$ cat config.mk
export PLATFORM = sky130hd
export DESIGN_NAME = ccd_issue_logic
export DESIGN_NICKNAME = d
export VERILOG_FILES = /design/src/rtl/ccd_pkg.sv /design/src/rtl/ccd_issue_logic.sv
export SDC_FILE = /design/constraint.sdc
export NUM_CORES = 1
export LEC_CHECK = 0
export ABC_CLOCK_PERIOD_IN_PS = 6100
export BUFFER_PORTS_ARGS = -buffer_cell sky130_fd_sc_hd__buf_2
export CORE_AREA = 5 5 42 44
export DETAILED_ROUTE_END_ITERATION = 7
export DIE_AREA = 0 0 47 49
export PLACE_DENSITY_LB_ADDON = 0.12
export SLEW_MARGIN = 30
export SYNTH_ARGS = -nofsm -noshare
export SYNTH_HDL_FRONTEND = slang
export SYNTH_SLANG_ARGS = --single-unit
$ cat constraint.sdc
create_clock -name vclk -period 6.1
set_input_delay 1.22 -clock vclk [all_inputs]
set_output_delay 1.22 -clock vclk [all_outputs]
set_load 0.01 [all_outputs]
$ cat src/rtl/ccd_pkg.sv
package ccd_pkg;
  typedef enum logic [1:0] {
    KIND_RD  = 2'b00,
    KIND_WR  = 2'b01,
    KIND_ACT = 2'b10,
    KIND_PRE = 2'b11
  } cmd_kind_e;

  function automatic logic is_column(input logic [1:0] kind);
    return kind == KIND_RD || kind == KIND_WR;
  endfunction
endpackage

$ cat src/rtl/ccd_issue_logic.sv
module ccd_issue_logic
  import ccd_pkg::*;
#(
  parameter int GROUP_W = 2,
  parameter int CNT_W   = 6,
  parameter int TCCD_S  = 4,
  localparam int NG     = 1 << GROUP_W
) (
  input  logic [CNT_W-1:0]          glob_cnt_i,
  input  logic [NG-1:0][CNT_W-1:0]  grp_cnt_i,
  input  logic [CNT_W-1:0]          tccd_l_i,
  input  logic                      monitor_en_i,
  input  logic                      cmd_valid_i,
  input  logic [1:0]                cmd_kind_i,
  input  logic [GROUP_W-1:0]        cmd_group_i,
  input  logic                      cmd_force_i,
  output logic                      ready_o,
  output logic                      issue_o,
  output logic                      illegal_o,
  output logic [NG-1:0]             grp_load_o
);
  localparam logic [CNT_W-1:0] SHORT = CNT_W'(TCCD_S);

  logic col, legal, forced;

  always_comb begin
    col       = is_column(cmd_kind_i);
    legal     = (glob_cnt_i >= SHORT) && (grp_cnt_i[cmd_group_i] >= tccd_l_i);
    forced    = monitor_en_i && cmd_force_i;
    ready_o   = !col || legal || forced;
    issue_o   = cmd_valid_i && col && (legal || forced);
    illegal_o = issue_o && !legal;
  end

  for (genvar g = 0; g < NG; g++) begin : g_load
    assign grp_load_o[g] = issue_o && (cmd_group_i == GROUP_W'(g));
  end
endmodule

-- Word-level counts from Yosys, hierarchy flattened
Index checks and enable logic that the tools add are counted.
- word-level logic and storage cells: 26
- output and inout port bits: 7
- register bits after elaboration: 0
- input bits: 43
- mux-type cells: 2
- reduce and logical (&&, ||, !) cells: 17
- equality and inequality tests: 4
- order comparisons: 3
- operator list (kind ; number):
    $bmux 6 s2 ; 1
    $logic_and 1x1->1 ; 9
    $ge 6x3->1 const B ; 1
    $ge 6x6->1 ; 1
    $mux 6 ; 1
    $eq 2x1->1 const B ; 2
    $eq 2x2->1 const B ; 2
    $logic_not 2->1 ; 2
    $logic_or 1x1->1 ; 4
    $lt 2x3->1 const B ; 1
    $logic_not 1->1 ; 2

-- Longest topological paths before layout
Gate-level depths: netlist of run 1.
- word-level depth: 7
- depth in mapped cells: 8
- mapped depth without buffers: 7

-- Worst setup path after synthesis of run 1
Ideal clock, no wire load.
- path kind: in2out
- from: input cmd_group_i[0]
- to: output grp_load_o[1]
- slack: 1.922 ns
- stages: 7
- buffers on the path: 1
- arrival time: 2.958 ns
- path through: buf_6 mux4_2 ha_1 nand2_2 nor2_2 a221oi_4 nor4b_1
- longest elaborated chain between the ends: 7
- elaborated cells on any way between the ends: 8
- those cells by class: order compare: 1; eq/ne: 1; mux: 2; reduce/logical: 4
- ends and longest elaborated chain (item ; RTL line ; text):
    start: declaration ; ccd_issue_logic.sv:15 ; input logic [GROUP_W-1:0] cmd_group_i,
    $bmux 6 s2 ; ccd_issue_logic.sv:28 ; legal = (glob_cnt_i >= SHORT) && (grp_cnt_i[cmd_group_i] >= tccd_l_i);
    $mux 6 (implied by the code) ; ccd_issue_logic.sv:28 ;
    $ge 6x6->1 ; ccd_issue_logic.sv:28 ;
    $logic_and 1x1->1 ; ccd_issue_logic.sv:28 ;
    $logic_or 1x1->1 ; ccd_issue_logic.sv:31 ; issue_o = cmd_valid_i && col && (legal || forced);
    $logic_and 1x1->1 ; ccd_issue_logic.sv:31 ;
    $logic_and 1x1->1 (*) ; ccd_issue_logic.sv:36 ; assign grp_load_o[g] = issue_o && (cmd_group_i == GROUP_W'(g));
    end: declaration ; ccd_issue_logic.sv:20 ; output logic [NG-1:0] grp_load_o
Mark *: on every way between the ends. The rest lies on a longest branch, timed or not. The select of a mux whose other input is x is not followed.

-- Worst setup path in the final report of run 1
- from: input cmd_group_i[0]
- to: output grp_load_o[3]
Same word-level chain as after synthesis.

==> impl_metrics.ini, run 1 <==
[drt]
viasPerCell = 4.80
wire_per_inst_um = 11.7
dr.pass1.iters = 1
vias = 504
routed_wl_um = 1230
drcViolationCount = 0
drt_iter0_drc = 0
antenna_left = 0

[timing]
finalCritPeriodShare_pct = 72.3
hold_viol_final = 0
relSlewSlack_pct = 79.4
rsz0062_at_grt = false
max_freq_mhz = 227
finalCriticalPeriod_ps = 4410
fin_hold_ws_ps = 2770
final-max-slew-violation-count = 0
setup_violations = 0
tns_ps = 0
worst_pin_slew_ps = 307

[place]
routabilityCongestion = 0.678
dp_hpwl_um = 1170
place_area_um2 = 661
portBuffers = 47
placedCellCount = 105

[clocking]
ctsResizeCount = 0
postCtsSetupBuffers = 0
hold_buffers = 0

[hold_path]
hold_path.class = in -> out
holdPathEnd = ready_o
min_path_cells = 4
hold_start = cmd_kind_i[1]

[synthesis]
synth_top_cell_by_area = mux4_2
yosysUniqueCellTypes = 22
netlist_top_cells_area = mux4_2 (32%), ha_1 (18%), a221oi_4 (6.2%)
yosys_warnings = 0
synth_top_area_share_pct = 32.0
synth_nets = 93
avgSynthCellArea_um2 = 9.58
ys_seq_area_share_pct = 0
synth_cells = 44
synth_area_um2 = 422

[job]
maxCapViolCount = 0

[finish]
post-route-util_pct = 47.1
seq_cell_count = 0
area_growth_pct = 56.7
stdcell_count = 105
finalInstanceArea_um2 = 661
antennaDiodeCount = 0
drive_gt1_share_pct = 66.3
final_common_cell = buf_2
nFillCells = 160
nNetsFinal = 140
multi_input_comb_area_um2 = 383
regArea_um2 = 0
nClkBuffers = 0
layout_common_cells = buf_2 (47), inv_1 (6), mux4_2 (6), ha_1 (6)

[global_routing]
grt_max_degree = 11
grt_pass1_wl_um = 1880
grt.total_usage_pct = 10.2
overflow = 0
grt_pass1_vias = 502
antenna_found_initial = 0

[worst_setup_path]
cp_max_fo = 10
crit_type = in -> out
critPathSlowestCell = mux4_2
crit_buf_inv = 3
cp.arrival_ps = 3190
max_stage_delay_ps = 540
critPathTopFamily = multiplexers
cp.required_ps = 4880
start_kind = input port
crit_chain = buf_2 > mux4_2 > inv_1 > ha_1 > nand2b_1 > a21o_1 > a221oi_4 > nor3_1 > buf_2
cp_common_cell = buf_2
cp-end-kind = primary output

[floorplan]
start_util_pct = 30.1
core_area_um2 = 1400
rows = 14
ioPinCount = 50
die_y_um = 49
dieArea_um2 = 2300
die_w_um = 47

[power_and_ir_drop]
power.density_nw_per_um2 = 73.5
peakVddDrop_mv = 0.0275
p_leak_nw = 0.360

[status]
status = complete, no violations
[cells in the mapped netlist, drive strengths merged]
cell type	count
a21o	1
ha	6
inv	6
nor3	1
o21a	1
nor3b	1
buf	1
a221oi	1
a21oi	4
nor2	2
o21ai	2
nand2b	1
nand2	5
clkbuf	1
nand3b	1
nor4b	2
mux4	6
nor4	2
[where the power goes]
part / switching [mW] / internal [mW]
logic: 0.0220 / 0.0266
registers: 0 / 0
clock network: 0 / 0
[kinds of logic after synthesis]
group / share of synthesized area, %
AOI/OAI and AO/OA: 17.8
muxes: 32.0
adders and majority gates: 17.8
buffers and inverters: 9.20
and+or+nand+nor: 23.1
[final cells by class]
class / count / share of cell area [%]
well taps: 16 / 3.03
multi-input cells: 36 / 58.0
repair buffers: 47 / 35.6
inverters: 6 / 3.41
[stage by stage]
step	power (mW)	setup slack, ps
4_1_cts	0.0496	1680
2_1_floorplan	0.0311	1920
3_3_place_gp	0.0482	1700
5_1_grt	0.0556	1550
3_5_place_dp	0.0495	1680
6_report	0.0486	1690
[metal layers]
metal | global-route usage (%) | up-vias | routed length, µm
met4 | 0 | 0 | 0
met1 | 12.7 | 219 | 440
met3 | 0.738 | 0 | 139
li1 | - | 261 | -
met2 | 19.2 | 24 | 646
met5 | 0 | - | 0
[worst max-delay path by stage]
stage | to | cells past startpoint | slack, ps | start
4_1_cts | grp_load_o[3] | 9 | 1680 | cmd_group_i[0]
6_report | grp_load_o[3] | 9 | 1690 | cmd_group_i[0]
2_1_floorplan | grp_load_o[1] | 7 | 1920 | cmd_group_i[0]
3_5_place_dp | grp_load_o[3] | 9 | 1680 | cmd_group_i[0]
3_3_place_gp | grp_load_o[1] | 9 | 1700 | cmd_group_i[0]
5_1_grt | grp_load_o[1] | 9 | 1550 | cmd_group_i[0]
Power figures use the tool's default switching activity.
==> run 2, diff against run 1 <==
- ABC_CLOCK_PERIOD_IN_PS: 6100 -> 4500
- clock period: 6.1 -> 4.5 ns (I/O delays scaled with it)
==> impl_metrics.ini, run 2 (synthesis gave the netlist of run 1 again) <==
[timing]
worst_pin_slew_ps = 307
final-max-slew-violation-count = 0
tns_ps = 0
finalCriticalPeriod_ps = 3740
setup_violations = 0
relSlewSlack_pct = 79.3
hold_viol_final = 0
max_freq_mhz = 267
rsz0062_at_grt = false
setup_ws_ps = 757
finalCritPeriodShare_pct = 83.2

[drt]
drt_iter0_drc = 1
vias = 502
drcViolationCount = 0
dr.pass1.iters = 2
routed_wl_um = 1190
antenna_left = 0
viasPerCell = 4.78
wire_per_inst_um = 11.3

[global_routing]
grt_max_degree = 11
grt.total_usage_pct = 10.0
grt_pass1_wl_um = 1860
grt_pass1_vias = 484
overflow = 0
antenna_found_initial = 0

[worst_setup_path]
cp.required_ps = 3600
cp_max_fo = 10
crit_chain = buf_2 > mux4_2 > inv_1 > ha_1 > nand2b_1 > a21o_1 > a221oi_4 > nor4b_1 > buf_2
max_stage_delay_ps = 530
cp-end-kind = primary output
crit_type = in -> out
cp_common_cell = buf_2
critPathTopFamily = multiplexers
start_kind = input port
crit_buf_inv = 3
critPathSlowestCell = mux4_2
cp.arrival_ps = 2840

[place]
place_ws_ps = 721
dp_hpwl_um = 1150
portBuffers = 47
routabilityCongestion = 0.683
placedCellCount = 105

[finish]
regArea_um2 = 0
seq_cell_count = 0
post-route-util_pct = 47.1
nNetsFinal = 140
nClkBuffers = 0
area_growth_pct = 56.7
antennaDiodeCount = 0
layout_common_cells = buf_2 (47), inv_1 (6), mux4_2 (6), ha_1 (6)
drive_gt1_share_pct = 66.3
stdcell_count = 105
final_common_cell = buf_2

[floorplan]
dieArea_um2 = 2300
die_w_um = 47
core_area_um2 = 1400
rows = 14
ioPinCount = 50
start_util_pct = 30.1
die_y_um = 49

[hold_path]
hold_path.class = in -> out

[clocking]
hold_buffers = 0
postCtsSetupBuffers = 0
ctsResizeCount = 0

[power_and_ir_drop]
p_leak_nw = 0.360
peakVddDrop_mv = 0.0358
power.density_nw_per_um2 = 98.8

[status]
status = complete, no violations

[job]
maxCapViolCount = 0
run 2: cell counts in the layout (fill, tap and decap cells not counted):
Identical to the previous run, type by type.
run 2: through the flow:
step,area [µm²],power [mW],hold WS (ps)
5_1_grt,661,0.0749,2160
4_1_cts,661,0.0669,2120
3_3_place_gp,661,0.0653,2110
6_report,661,0.0653,2120
2_1_floorplan,422,0.0422,1950
3_5_place_dp,661,0.0667,2120
run 2: metal layers:
| metal | share of wire (%) | global-route usage, % | vias to the layer above |
|---|---|---|---|
| li1 | - | - | 261 |
| met1 | 34 | 12.9 | 217 |
| met2 | 54 | 18.6 | 24 |
| met3 | 12 | 0.738 | 0 |
| met4 | 0 | 0 | 0 |
| met5 | 0 | 0 | - |
run 2: final timing paths:
path                       start             to  slack, ps  cells past startpoint
setup / recovery  cmd_group_i[0]  grp_load_o[1]        760                      9
hold / removal     cmd_kind_i[1]        ready_o       2120                      4
run 2: power breakdown:
group	total, mW	internal, mW	switching [mW]
combinational	0.0653	0.0360	0.0293
sequential	0	0	0
clock	0	0	0
total	0.0653	0.0360	0.0293
run 2: cell type report:
type / instances / area, µm²
fill: 151 / 741
inverter: 6 / 22.5
tap: 16 / 20.0
timing repair buffer: 47 / 235
multi-input combinational: 36 / 383
==> run 3, diff against run 2 <==
- ABC_CLOCK_PERIOD_IN_PS: 4500 -> 3200
- CORE_AREA: 5 5 42 44 -> not set
- CORE_MARGIN: not set -> 5
- CORE_UTILIZATION: not set -> 32
- DIE_AREA: 0 0 47 49 -> not set
- clock period: 4.5 -> 3.2 ns (I/O delays scaled with it)
==> impl_metrics.ini, run 3 (synthesis gave the netlist of run 1 again) <==
[drt]
top_layer_used = met3
dr.pass1.iters = 2
vias = 520
routed_wl_um = 1170
drt-met1-wl_um = 418
wire_per_inst_um = 11.1
antenna_left = 0
drcViolationCount = 0
viasPerCell = 4.95
drt_iter0_drc = 3
wl_met2_um = 639
wl_met3_um = 111

[floorplan]
start_util_pct = 33.2
rows = 13
core_area_um2 = 1270
dieArea_um2 = 2140
die_w_um = 46.3
ioPinCount = 50
die_y_um = 46.3

[power_and_ir_drop]
power.density_nw_per_um2 = 140
swShare_pct = 44.9
peakVddDrop_mv = 0.0554
intPower_uw = 54.3
power_frac_clock_pct = 0
comb_power_share_pct = 100.0
p_seq_share_pct = 0
p_leak_nw = 0.373
switching_power_uw = 44.3
finalPower_uw = 98.5

[timing]
relSlewSlack_pct = 76.3
setup_ws_ps = 105
setup_violations = 0
finalCritPeriodShare_pct = 96.7
finalCriticalPeriod_ps = 3090
max_freq_mhz = 323
tns_ps = 0
final-max-slew-violation-count = 0
hold_viol_final = 0
rsz0062_at_grt = false
worst_pin_slew_ps = 356

[finish]
drive_gt1_share_pct = 71.1
final_common_cell = buf_2
nFillCells = 115
regArea_um2 = 0
seq_cell_count = 0
nNetsFinal = 141
area_growth_pct = 67.4
nClkBuffers = 0
antennaDiodeCount = 0
post-route-util_pct = 55.6
layout_common_cells = buf_2 (46), inv_1 (6), mux4_2 (6), ha_1 (6)

[job]
maxCapViolCount = 0

[hold_path]
hold_path.class = in -> out

[worst_setup_path]
cp-end-kind = primary output
start_kind = input port
cp_max_fo = 7
cp.arrival_ps = 2450
cp.required_ps = 2560
crit_type = in -> out

[status]
status = complete, no violations

[global_routing]
overflow = 0
grt_pass1_wl_um = 1760
grt_max_degree = 11
grt_pass1_vias = 489
grt.total_usage_pct = 10.5
antenna_found_initial = 0

[place]
routabilityCongestion = 0.645
portBuffers = 47
place_ws_ps = -29.6
dp_hpwl_um = 1090

[clocking]
hold_buffers = 0
postCtsSetupBuffers = 0
==> run 3: changes by cell type in the layout (fill, tap and decap cells not counted) <==
cell     before  now
nor3_2        0    1
buf_12        0    1
nor4b_1       2    0
buf_4         0    1
nor4b_2       0    2
nor3_1        1    0
nor4_2        1    2
buf_2        47   46
nor4_1        1    0
==> run 3: what timing repair did <==
| action | 4_1_cts | 5_1_grt |
|---|---|---|
| setup endpoints to repair | 4 | 5 |
| pin swaps | 0 | 3 |
| resized for setup | 1 | 7 |
==> run 3: layout make-up <==
class | instances | area [µm²] | area share [%]
well taps | 15 | 18.8 | 2.66
repair buffers | 48 | 258 | 36.5
multi-input cells | 36 | 407 | 57.6
inverters | 6 | 22.5 | 3.19
==> run 3: through the flow <==
stage / area [µm²] / cells / hold slack [ps]
detailed placement: 667 / 105 / 1590
finish: 706 / 105 / 1590
floorplan: 422 / 44 / 1430
CTS: 669 / 105 / 1590
global route: 706 / 105 / 1620
global placement: 667 / 105 / 1590
==> run 3: worst max-delay path, cell delays in order <==
cell,delay [ps]
buf_12,100
mux4_2,480
inv_1,60
ha_1,210
nand2b_1,140
a21o_1,190
a221oi_4,380
nor4b_2,90
buf_2,150
==> run 3: final timing paths <==
kind / startpoint / to / slack, ps / depth (start not counted)
min: cmd_kind_i[1] / ready_o / 1590 / 4
max: cmd_group_i[0] / grp_load_o[2] / 110 / 9
==> run 3: power groups by stage <==
stage | clock network [mW] | registers (mW) | logic, mW
2_1_floorplan | 0 | 0 | 0.0593
3_3_place_gp | 0 | 0 | 0.0925
4_1_cts | 0 | 0 | 0.0951
5_1_grt | 0 | 0 | 0.111
6_report | 0 | 0 | 0.0985
3_5_place_dp | 0 | 0 | 0.0945
==> run 3: layer usage <==
layer	track usage, %	vias to the layer above
li1	-	262
met1	12.4	234
met2	21.4	24
met3	0.391	0
met4	0	0
met5	0	-
